File: config.mk
export PLATFORM = sky130hd
export DESIGN_NAME = store_dispatch_unit
export DESIGN_NICKNAME = d
export VERILOG_FILES = /design/src/rtl/store_dispatch_pkg.sv /design/src/rtl/store_dispatch_datapath.sv /design/src/rtl/store_dispatch_ctrl.sv /design/src/rtl/store_dispatch_unit.sv
export SDC_FILE = /design/constraint.sdc
export NUM_CORES = 1
export LEC_CHECK = 0
export BUFFER_PORTS_ARGS = -buffer_cell sky130_fd_sc_hd__buf_2
export CAP_MARGIN = 20
export CORE_ASPECT_RATIO = 1.4
export CORE_MARGIN = 4
export CORE_UTILIZATION = 38
export DETAILED_ROUTE_END_ITERATION = 8
export PLACE_DENSITY = 0.87
export SETUP_SLACK_MARGIN = 0.02
export SLEW_MARGIN = 15
export SYNTH_ARGS = -nofsm -noshare
export SYNTH_HDL_FRONTEND = slang
export SYNTH_SLANG_ARGS = --single-unit
File: constraint.sdc
create_clock -name clk -period 1.4 [get_ports clk]
set_clock_uncertainty 0.1 [all_clocks]
set_input_delay 0.28 -clock clk [delete_from_list [all_inputs] [get_ports clk]]
set_output_delay 0.28 -clock clk [all_outputs]
set_load 0.02 [all_outputs]
File: src/rtl/store_dispatch_pkg.sv
package store_dispatch_pkg;

  typedef enum logic [2:0] {
    ST_IDLE  = 3'd0,
    ST_CACHE = 3'd1,
    ST_EVICT = 3'd2,
    ST_ACK   = 3'd3,
    ST_CTRL  = 3'd4
  } dispState_t;

  // strobes from control to datapath
  typedef struct packed {
    logic capture;   // latch incoming request
    logic levelClr;  // restart eviction level count
    logic levelInc;  // advance to next level
  } dpStrobe_t;

endpackage

File: src/rtl/store_dispatch_datapath.sv
module store_dispatch_datapath
  import store_dispatch_pkg::*;
#(
  parameter int ADDR_W      = 32,
  parameter int DATA_W      = 32,
  parameter int LINE_BITS   = 6,
  parameter int EVICT_STEPS = 2,
  localparam int LINE_W     = ADDR_W - LINE_BITS,
  localparam int LVL_W      = (EVICT_STEPS > 1) ? $clog2(EVICT_STEPS) : 1
) (
  input  logic              clk,
  input  logic              rstN,
  input  dpStrobe_t         strobe,
  input  logic [ADDR_W-1:0] reqAddr,
  input  logic [DATA_W-1:0] reqData,
  input  logic              reqUncached,
  input  logic              reqOrdering,
  output logic [ADDR_W-1:0] heldAddr,
  output logic [DATA_W-1:0] heldData,
  output logic [LINE_W-1:0] heldLine,
  output logic              heldUncached,
  output logic              heldOrdering,
  output logic [LVL_W-1:0]  level,
  output logic              levelLast
);

  localparam logic [LVL_W-1:0] LAST_LEVEL = LVL_W'(EVICT_STEPS - 1);

  always_ff @(posedge clk) begin
    if (!rstN) begin
      heldAddr     <= '0;
      heldData     <= '0;
      heldUncached <= 1'b0;
      heldOrdering <= 1'b0;
    end else if (strobe.capture) begin
      heldAddr     <= reqAddr;
      heldData     <= reqData;
      heldUncached <= reqUncached;
      heldOrdering <= reqOrdering;
    end
  end

  always_ff @(posedge clk) begin
    if (!rstN)                level <= '0;
    else if (strobe.levelClr) level <= '0;
    else if (strobe.levelInc) level <= level + 1'b1;
  end

  assign heldLine  = heldAddr[ADDR_W-1:LINE_BITS];
  assign levelLast = (level == LAST_LEVEL);

endmodule

File: src/rtl/store_dispatch_ctrl.sv
module store_dispatch_ctrl
  import store_dispatch_pkg::*;
(
  input  logic      clk,
  input  logic      rstN,
  input  logic      reqValid,
  input  logic      reqUncached,
  input  logic      reqOrdering,
  input  logic      heldUncached,
  input  logic      heldOrdering,
  input  logic      levelLast,
  input  logic      trapHold,
  input  logic      cacheWrReady,
  input  logic      ctrlReady,
  input  logic      evictReady,
  input  logic      cohAck,
  output logic      reqReady,
  output logic      cacheWrValid,
  output logic      ctrlValid,
  output logic      evictValid,
  output dpStrobe_t strobe
);

  dispState_t state, stateNext;
  logic accept, cacheFire, ctrlFire, evictFire;

  assign reqReady     = (state == ST_IDLE);
  assign cacheWrValid = (state == ST_CACHE) && !trapHold;
  assign ctrlValid    = (state == ST_CTRL)  && !trapHold;
  assign evictValid   = (state == ST_EVICT) && !trapHold;

  assign accept    = reqValid && reqReady;
  assign cacheFire = cacheWrValid && cacheWrReady;
  assign ctrlFire  = ctrlValid && ctrlReady;
  assign evictFire = evictValid && evictReady;

  always_comb begin
    stateNext       = state;
    strobe          = '0;
    strobe.capture  = accept;
    strobe.levelClr = accept;
    unique case (state)
      ST_IDLE: begin
        if (accept) begin
          if (reqUncached && !reqOrdering) stateNext = ST_CTRL;
          else                             stateNext = ST_CACHE;
        end
      end
      ST_CACHE: begin
        if (cacheFire) stateNext = heldOrdering ? ST_EVICT : ST_IDLE;
      end
      ST_EVICT: begin
        if (evictFire) begin
          if (levelLast) stateNext = ST_ACK;
          else           strobe.levelInc = 1'b1;
        end
      end
      ST_ACK: begin
        if (cohAck) stateNext = heldUncached ? ST_CTRL : ST_IDLE;
      end
      ST_CTRL: begin
        if (ctrlFire) stateNext = ST_IDLE;
      end
      default: stateNext = ST_IDLE;
    endcase
  end

  always_ff @(posedge clk) begin
    if (!rstN) state <= ST_IDLE;
    else       state <= stateNext;
  end

endmodule

File: src/rtl/store_dispatch_unit.sv
module store_dispatch_unit
  import store_dispatch_pkg::*;
#(
  parameter int ADDR_W      = 32,
  parameter int DATA_W      = 32,
  parameter int LINE_BITS   = 6,
  parameter int EVICT_STEPS = 2,
  localparam int LINE_W     = ADDR_W - LINE_BITS,
  localparam int LVL_W      = (EVICT_STEPS > 1) ? $clog2(EVICT_STEPS) : 1
) (
  input  logic              clk,
  input  logic              rstN,
  input  logic              reqValid,
  output logic              reqReady,
  input  logic [ADDR_W-1:0] reqAddr,
  input  logic [DATA_W-1:0] reqData,
  input  logic              reqUncached,
  input  logic              reqOrdering,
  input  logic              trapHold,
  output logic              cacheWrValid,
  input  logic              cacheWrReady,
  output logic [ADDR_W-1:0] cacheWrAddr,
  output logic [DATA_W-1:0] cacheWrData,
  output logic              ctrlValid,
  input  logic              ctrlReady,
  output logic [ADDR_W-1:0] ctrlAddr,
  output logic [DATA_W-1:0] ctrlData,
  output logic              evictValid,
  input  logic              evictReady,
  output logic [LINE_W-1:0] evictAddr,
  output logic [LVL_W-1:0]  evictLevel,
  input  logic              cohAck
);

  dpStrobe_t         strobe;
  logic [ADDR_W-1:0] heldAddr;
  logic [DATA_W-1:0] heldData;
  logic [LINE_W-1:0] heldLine;
  logic              heldUncached, heldOrdering, levelLast;
  logic [LVL_W-1:0]  level;

  store_dispatch_ctrl ctrl_i (
    .clk(clk), .rstN(rstN),
    .reqValid(reqValid), .reqUncached(reqUncached), .reqOrdering(reqOrdering),
    .heldUncached(heldUncached), .heldOrdering(heldOrdering),
    .levelLast(levelLast), .trapHold(trapHold),
    .cacheWrReady(cacheWrReady), .ctrlReady(ctrlReady),
    .evictReady(evictReady), .cohAck(cohAck),
    .reqReady(reqReady), .cacheWrValid(cacheWrValid),
    .ctrlValid(ctrlValid), .evictValid(evictValid), .strobe(strobe)
  );

  store_dispatch_datapath #(
    .ADDR_W(ADDR_W), .DATA_W(DATA_W),
    .LINE_BITS(LINE_BITS), .EVICT_STEPS(EVICT_STEPS)
  ) dp_i (
    .clk(clk), .rstN(rstN), .strobe(strobe),
    .reqAddr(reqAddr), .reqData(reqData),
    .reqUncached(reqUncached), .reqOrdering(reqOrdering),
    .heldAddr(heldAddr), .heldData(heldData), .heldLine(heldLine),
    .heldUncached(heldUncached), .heldOrdering(heldOrdering),
    .level(level), .levelLast(levelLast)
  );

  assign cacheWrAddr = heldAddr;
  assign cacheWrData = heldData;
  assign ctrlAddr    = heldAddr;
  assign ctrlData    = heldData;
  assign evictAddr   = heldLine;
  assign evictLevel  = level;

endmodule

* Word-level counts from Yosys, hierarchy flattened *
Index checks and enable logic that the tools add are counted.

storage, ports and cells
  register bits = 70
  bits of input ports = 74
  output and inout bits = 159

cells by class
  add/sub/neg operators = 1
  equality and inequality tests = 10
  mux-type cells = 13
  bitwise logic cells = 1
  reduce and logical (&&, ||, !) cells = 13

operators by type and width
  kind                                                                      number
  3-bit two-way mux                                                         8
  3-bit case mux with 5 select lines                                        1
  1-bit logical AND                                                         8
  2-bit by 1-bit inequality test with 1-bit output (second input constant)  4
  3-bit by 2-bit == test with 1-bit output (second input constant)          2
  6-bit AND reduction                                                       1
  2-bit inequality test (second input constant)                             2
  3-bit by 1-bit == test with 1-bit output (second input constant)          1
  3-bit == test (second input constant)                                     1
  3-bit logical NOT                                                         1
  1-bit two-way mux                                                         3
  1-bit logical NOT                                                         2
  2-bit two-way mux                                                         1
  2-bit OR reduction                                                        1
  1-bit adder (second input constant)                                       1
  1-bit inverter                                                            1

* Longest topological paths before layout *
  word-level depth = 5
  depth in mapped cells = 7

* Hierarchy *
A second synthesis with hierarchy kept.

second synthesis, totals
  cell total of the unflattened synthesis = 345
  area, all modules = 3587.2 um^2

modules (own cells, without submodules)
  module                   times used  cells an instance  area each (um^2)  seq. area each (um^2)
  store_dispatch_datapath  1           243                2783.9            1341.3
  store_dispatch_unit      1           64                 480.5             0.0
  store_dispatch_ctrl      1           38                 322.8             60.1

* Worst setup path after synthesis *
OpenSTA, ideal clock, no wires.

  path kind = flip-flop to flip-flop
  from = reg ctrl_i.state[1]
  to = reg dp_i.level
  setup time = 0.065 ns
  data arrival time = 1.548 ns
  path slack = -0.313 ns
  stages on the path, launching flop included = 6
  period minus slack after synthesis = 1.713 ns
  path through = dfxtp_1 -> buf_2 -> inv_1 -> nor4_1 -> a21oi_1 -> nor2_1

between the ends
  cells in the longest elaborated chain, start to end = 5
  elaborated cells between the ends (all ways) = 8
  those cells by class = eq/ne (1); mux (2); reduce/logical (5)

ends and longest elaborated chain
  element                                   line                           source
  start, declared                           store_dispatch_ctrl.sv:24      dispState_t state, stateNext;
  start signal, assigned                    store_dispatch_ctrl.sv:70      else state <= stateNext;
  3-bit by 2-bit == test with 1-bit output  store_dispatch_ctrl.sv:30      assign evictValid = (state == ST_EVICT) && !trapHold;
  1-bit logical AND                         store_dispatch_ctrl.sv:30
  net evictValid                            store_dispatch_unit.sv:28      output logic evictValid,
  1-bit logical AND                         store_dispatch_ctrl.sv:35      assign evictFire = evictValid && evictReady;
  1-bit two-way mux                         store_dispatch_ctrl.sv:53      if (evictFire) begin
  1-bit two-way mux                         store_dispatch_ctrl.sv:42      unique case (state)
  end signal, assigned                      store_dispatch_datapath.sv:46  else if (strobe.levelInc) level <= level + 1'b1;
  end, declared                             store_dispatch_datapath.sv:23  output logic [LVL_W-1:0] level,

The timed path passes the listed nets, and every way through them passes these cells.
A chain may end at the register's enable or synchronous reset.

* Worst setup path in the final report *
  from = reg ctrl_i.state[1]
  to = out evictValid

between the ends
  cells in the longest elaborated chain, start to end = 2

ends and longest elaborated chain
  element                                   line
  3-bit by 2-bit == test with 1-bit output  store_dispatch_ctrl.sv:30
  1-bit logical AND                         store_dispatch_ctrl.sv:30
  end, declared                             store_dispatch_unit.sv:28

No other way between the ends.

==> flow_summary.toml <==
[clock_network]
cts_root_buf = "clkbuf_16"
clkTransAtPathRegs_ps = 60
clock_sinks = 70
cts_tree = "yes"
numCtsBuffers = 9
clock_path_buffers = 2
cts-htree-levels = 3
insertion_delay_ps = 330

[placement]
dpl.cell_count = 648
gp_congestion = 0.829
port_buffers = 232
dp_hpwl_um = 7000

[floorplan]
dieArea_um2 = 11100
core_um2 = 9130
die_w_um = 90.2
ioPinCount = 233
start_util_pct = 39.3
floorplan.die.height_um = 123
std_cell_rows = 41

[run]
cap_violations = 0

[final_layout]
layout_commonest_cell = "buf_2"
antenna_cells = 0
nFillCells = 724
nets = 651
layout_common_cells = "228 x buf_2, 87 x nand2_1, 67 x dfxtp_1"
drive_above_1_share_pct = 68.2
postLayoutCoreUtil_pct = 59.2
syn2layout_area_growth_pct = 50.4
fin_cells = 689

[critical_path]
end_kind = "primary output"
r2r-start = "ctrl_i.state[2]$_SDFFE_PN0P_"
critPathMaxStageDelay_ps = 370
crit_arrival_ps = 1290
crit_chain = "inv_1 > nor4_4 > buf_4"
r2r-end = "dp_i.heldData[15]$_SDFFE_PN0P_"
endpoint = "evictValid"
rrSetupSlack_ps = -220
cp-startpoint = "ctrl_i.state[1]$_SDFFE_PN0P_"
path_class = "reg2out"
crit_slowest_cell = "dfxtp_4"
crit_required_ps = 1020
crit_fanout = 3
reg2reg_depth = 8
startpoint_type = "flop"

[route]
drc_errors = 0
vias = 3305
routedWlPerCell_um = 16.3
ant_nets = 0
wirelength_um = 11200
routed_via_density = 4.80
drt_iter0_markers = 108
first_pass_iters = 4

[global_route]
grt_pass1_vias = 3189
grt_util_all_layers_pct = 18.2
grt_pass1_wl_um = 15900
grt.overflow.total = 0
grt_max_degree = 34
antenna_found_initial = 1

[status]
violations = "negative setup slack"
status = "finished, violations left"

[synthesis]
ys_seq_elements = 70
synthesis.area_um2 = 3590
synth.distinct_cells = 29
seq_area_frac_synth_pct = 39.0
yosysWarnings = 0
syn_area_per_cell_um2 = 8.74
netlist_instances = 411
synth_nets = 485

[power_and_ir_drop]
p_per_area_nw_per_um2 = 1340
vdd_drop_max_v = 0.000743
p_leak_nw = 2.79

[sta]
worst_slack_ps = -272
hold_ws_ps = 79.9
slew_violations = 0
worst_pin_slew_ps = 324
min_period_ps = 1670
setup_viol = 72
post-route-period-util_pct = 119
hold_viol_final = 0
rsz0062_at_grt = "true"
max_freq_mhz = 598
final.setup.tns_ps = -9710
slew_headroom_pct = 78.1

[hold_path]
hold_class = "in2reg"
power breakdown:
part           switching, W  internal, W
Sequential         0.000140      0.00217
Clock              0.000853      0.00179
Combinational       0.00133     0.000958
logic make-up (layout without fill, tap and decap cells):
family / Yosys count / after routing / synth area share (%)
mux: 1 / 1 / 0.279
buf+inv: 116 / 287 / 23.7
compound gates: 73 / 73 / 19.4
flops: 70 / 70 / 39.0
simple gates: 151 / 151 / 17.6
layer usage:
layer	up-vias	track usage [%]	share of wire [%]
li1	1567	-	-
met1	1554	16.8	34
met2	166	35.7	56
met3	16	6.57	8.6
met4	2	7.76	1.3
met5	-	0	0.12
critical path, delay by kind of cell (launching register included):
kind	cells	cell delay, ps
DFF	1	370
and+or+nand+nor	1	270
buffers and inverters	2	320
registers in the layout, indices dropped and copies added, names as in the netlist:
signal	count
dp_i.heldAddr	32
dp_i.heldData	32
dp_i.heldUncached	1
dp_i.level	1
ctrl_i.state	3
dp_i.heldOrdering	1
synthesized netlist by cell type (all sizes together):
| master | count | share of area, % |
|---|---|---|
| nand3b | 1 | 0.21 |
| a31oi | 2 | 0.35 |
| nand4bb | 1 | 0.31 |
| and2 | 1 | 0.24 |
| buf | 104 | 22 |
| clkbuf | 10 | 1.0 |
| nor2b | 3 | 0.52 |
| nand2 | 135 | 14 |
| nor4b | 2 | 0.66 |
| a211oi | 1 | 0.21 |
| nor3b | 1 | 0.21 |
| inv | 2 | 0.21 |
| a22o | 1 | 0.24 |
| nand2b | 1 | 0.17 |
| nor4 | 1 | 0.17 |
| dfxtp | 70 | 39 |
| nor2 | 2 | 0.21 |
| mux2i | 1 | 0.28 |
| o311ai | 1 | 0.24 |
| nor3 | 3 | 0.73 |
| a21boi | 66 | 18 |
| a21oi | 1 | 0.14 |
| o32a | 1 | 0.28 |
per-stage QoR:
step,power [W],worst slack (ps),instance area [um^2]
6_report,0.00724,-272,5400
2_1_floorplan,0.00370,-126,3620
4_1_cts,0.00724,-270,5220
3_5_place_dp,0.00402,-151,4230
5_1_grt,0.00753,-318,5400
3_3_place_gp,0.00397,-24.1,4230
layout make-up:
cell class	instances	area, um^2	share of cell area, %
clock buffer	11	243	4.49
clock inverter	5	106	1.97
inverter	2	7.51	0.139
multi-input combinational	225	1760	32.6
sequential	70	1410	26.1
tap	107	134	2.48
timing repair buffer	269	1740	32.2
timing repair:
| action | 4_1_cts | 5_1_grt |
|---|---|---|
| buffers inserted | 15 | 6 |
| setup endpoints to repair | 72 | 73 |
| pin swaps | 29 | 48 |
| resized for setup | 94 | 61 |
| gates cloned | 8 | 1 |
| hold buffers | 0 | 0 |
how the worst min path moves through the flow:
stage	startpoint	to	slack, ps	cells after the start
global route	reqAddr[29]	dp_i.heldAddr[29]$_SDFFE_PN0P_	70	3
global placement	dp_i.heldUncached$_SDFFE_PN0P_	dp_i.heldUncached$_SDFFE_PN0P_	360	2
CTS	reqData[5]	dp_i.heldData[5]$_SDFFE_PN0P_	70	3
detailed placement	dp_i.heldUncached$_SDFFE_PN0P_	dp_i.heldUncached$_SDFFE_PN0P_	360	2
floorplan	reqAddr[31]	dp_i.heldAddr[31]$_SDFFE_PN0P_	310	2
finish	reqAddr[29]	dp_i.heldAddr[29]$_SDFFE_PN0P_	80	3
Note: power is estimated with default switching activity, not from simulation.
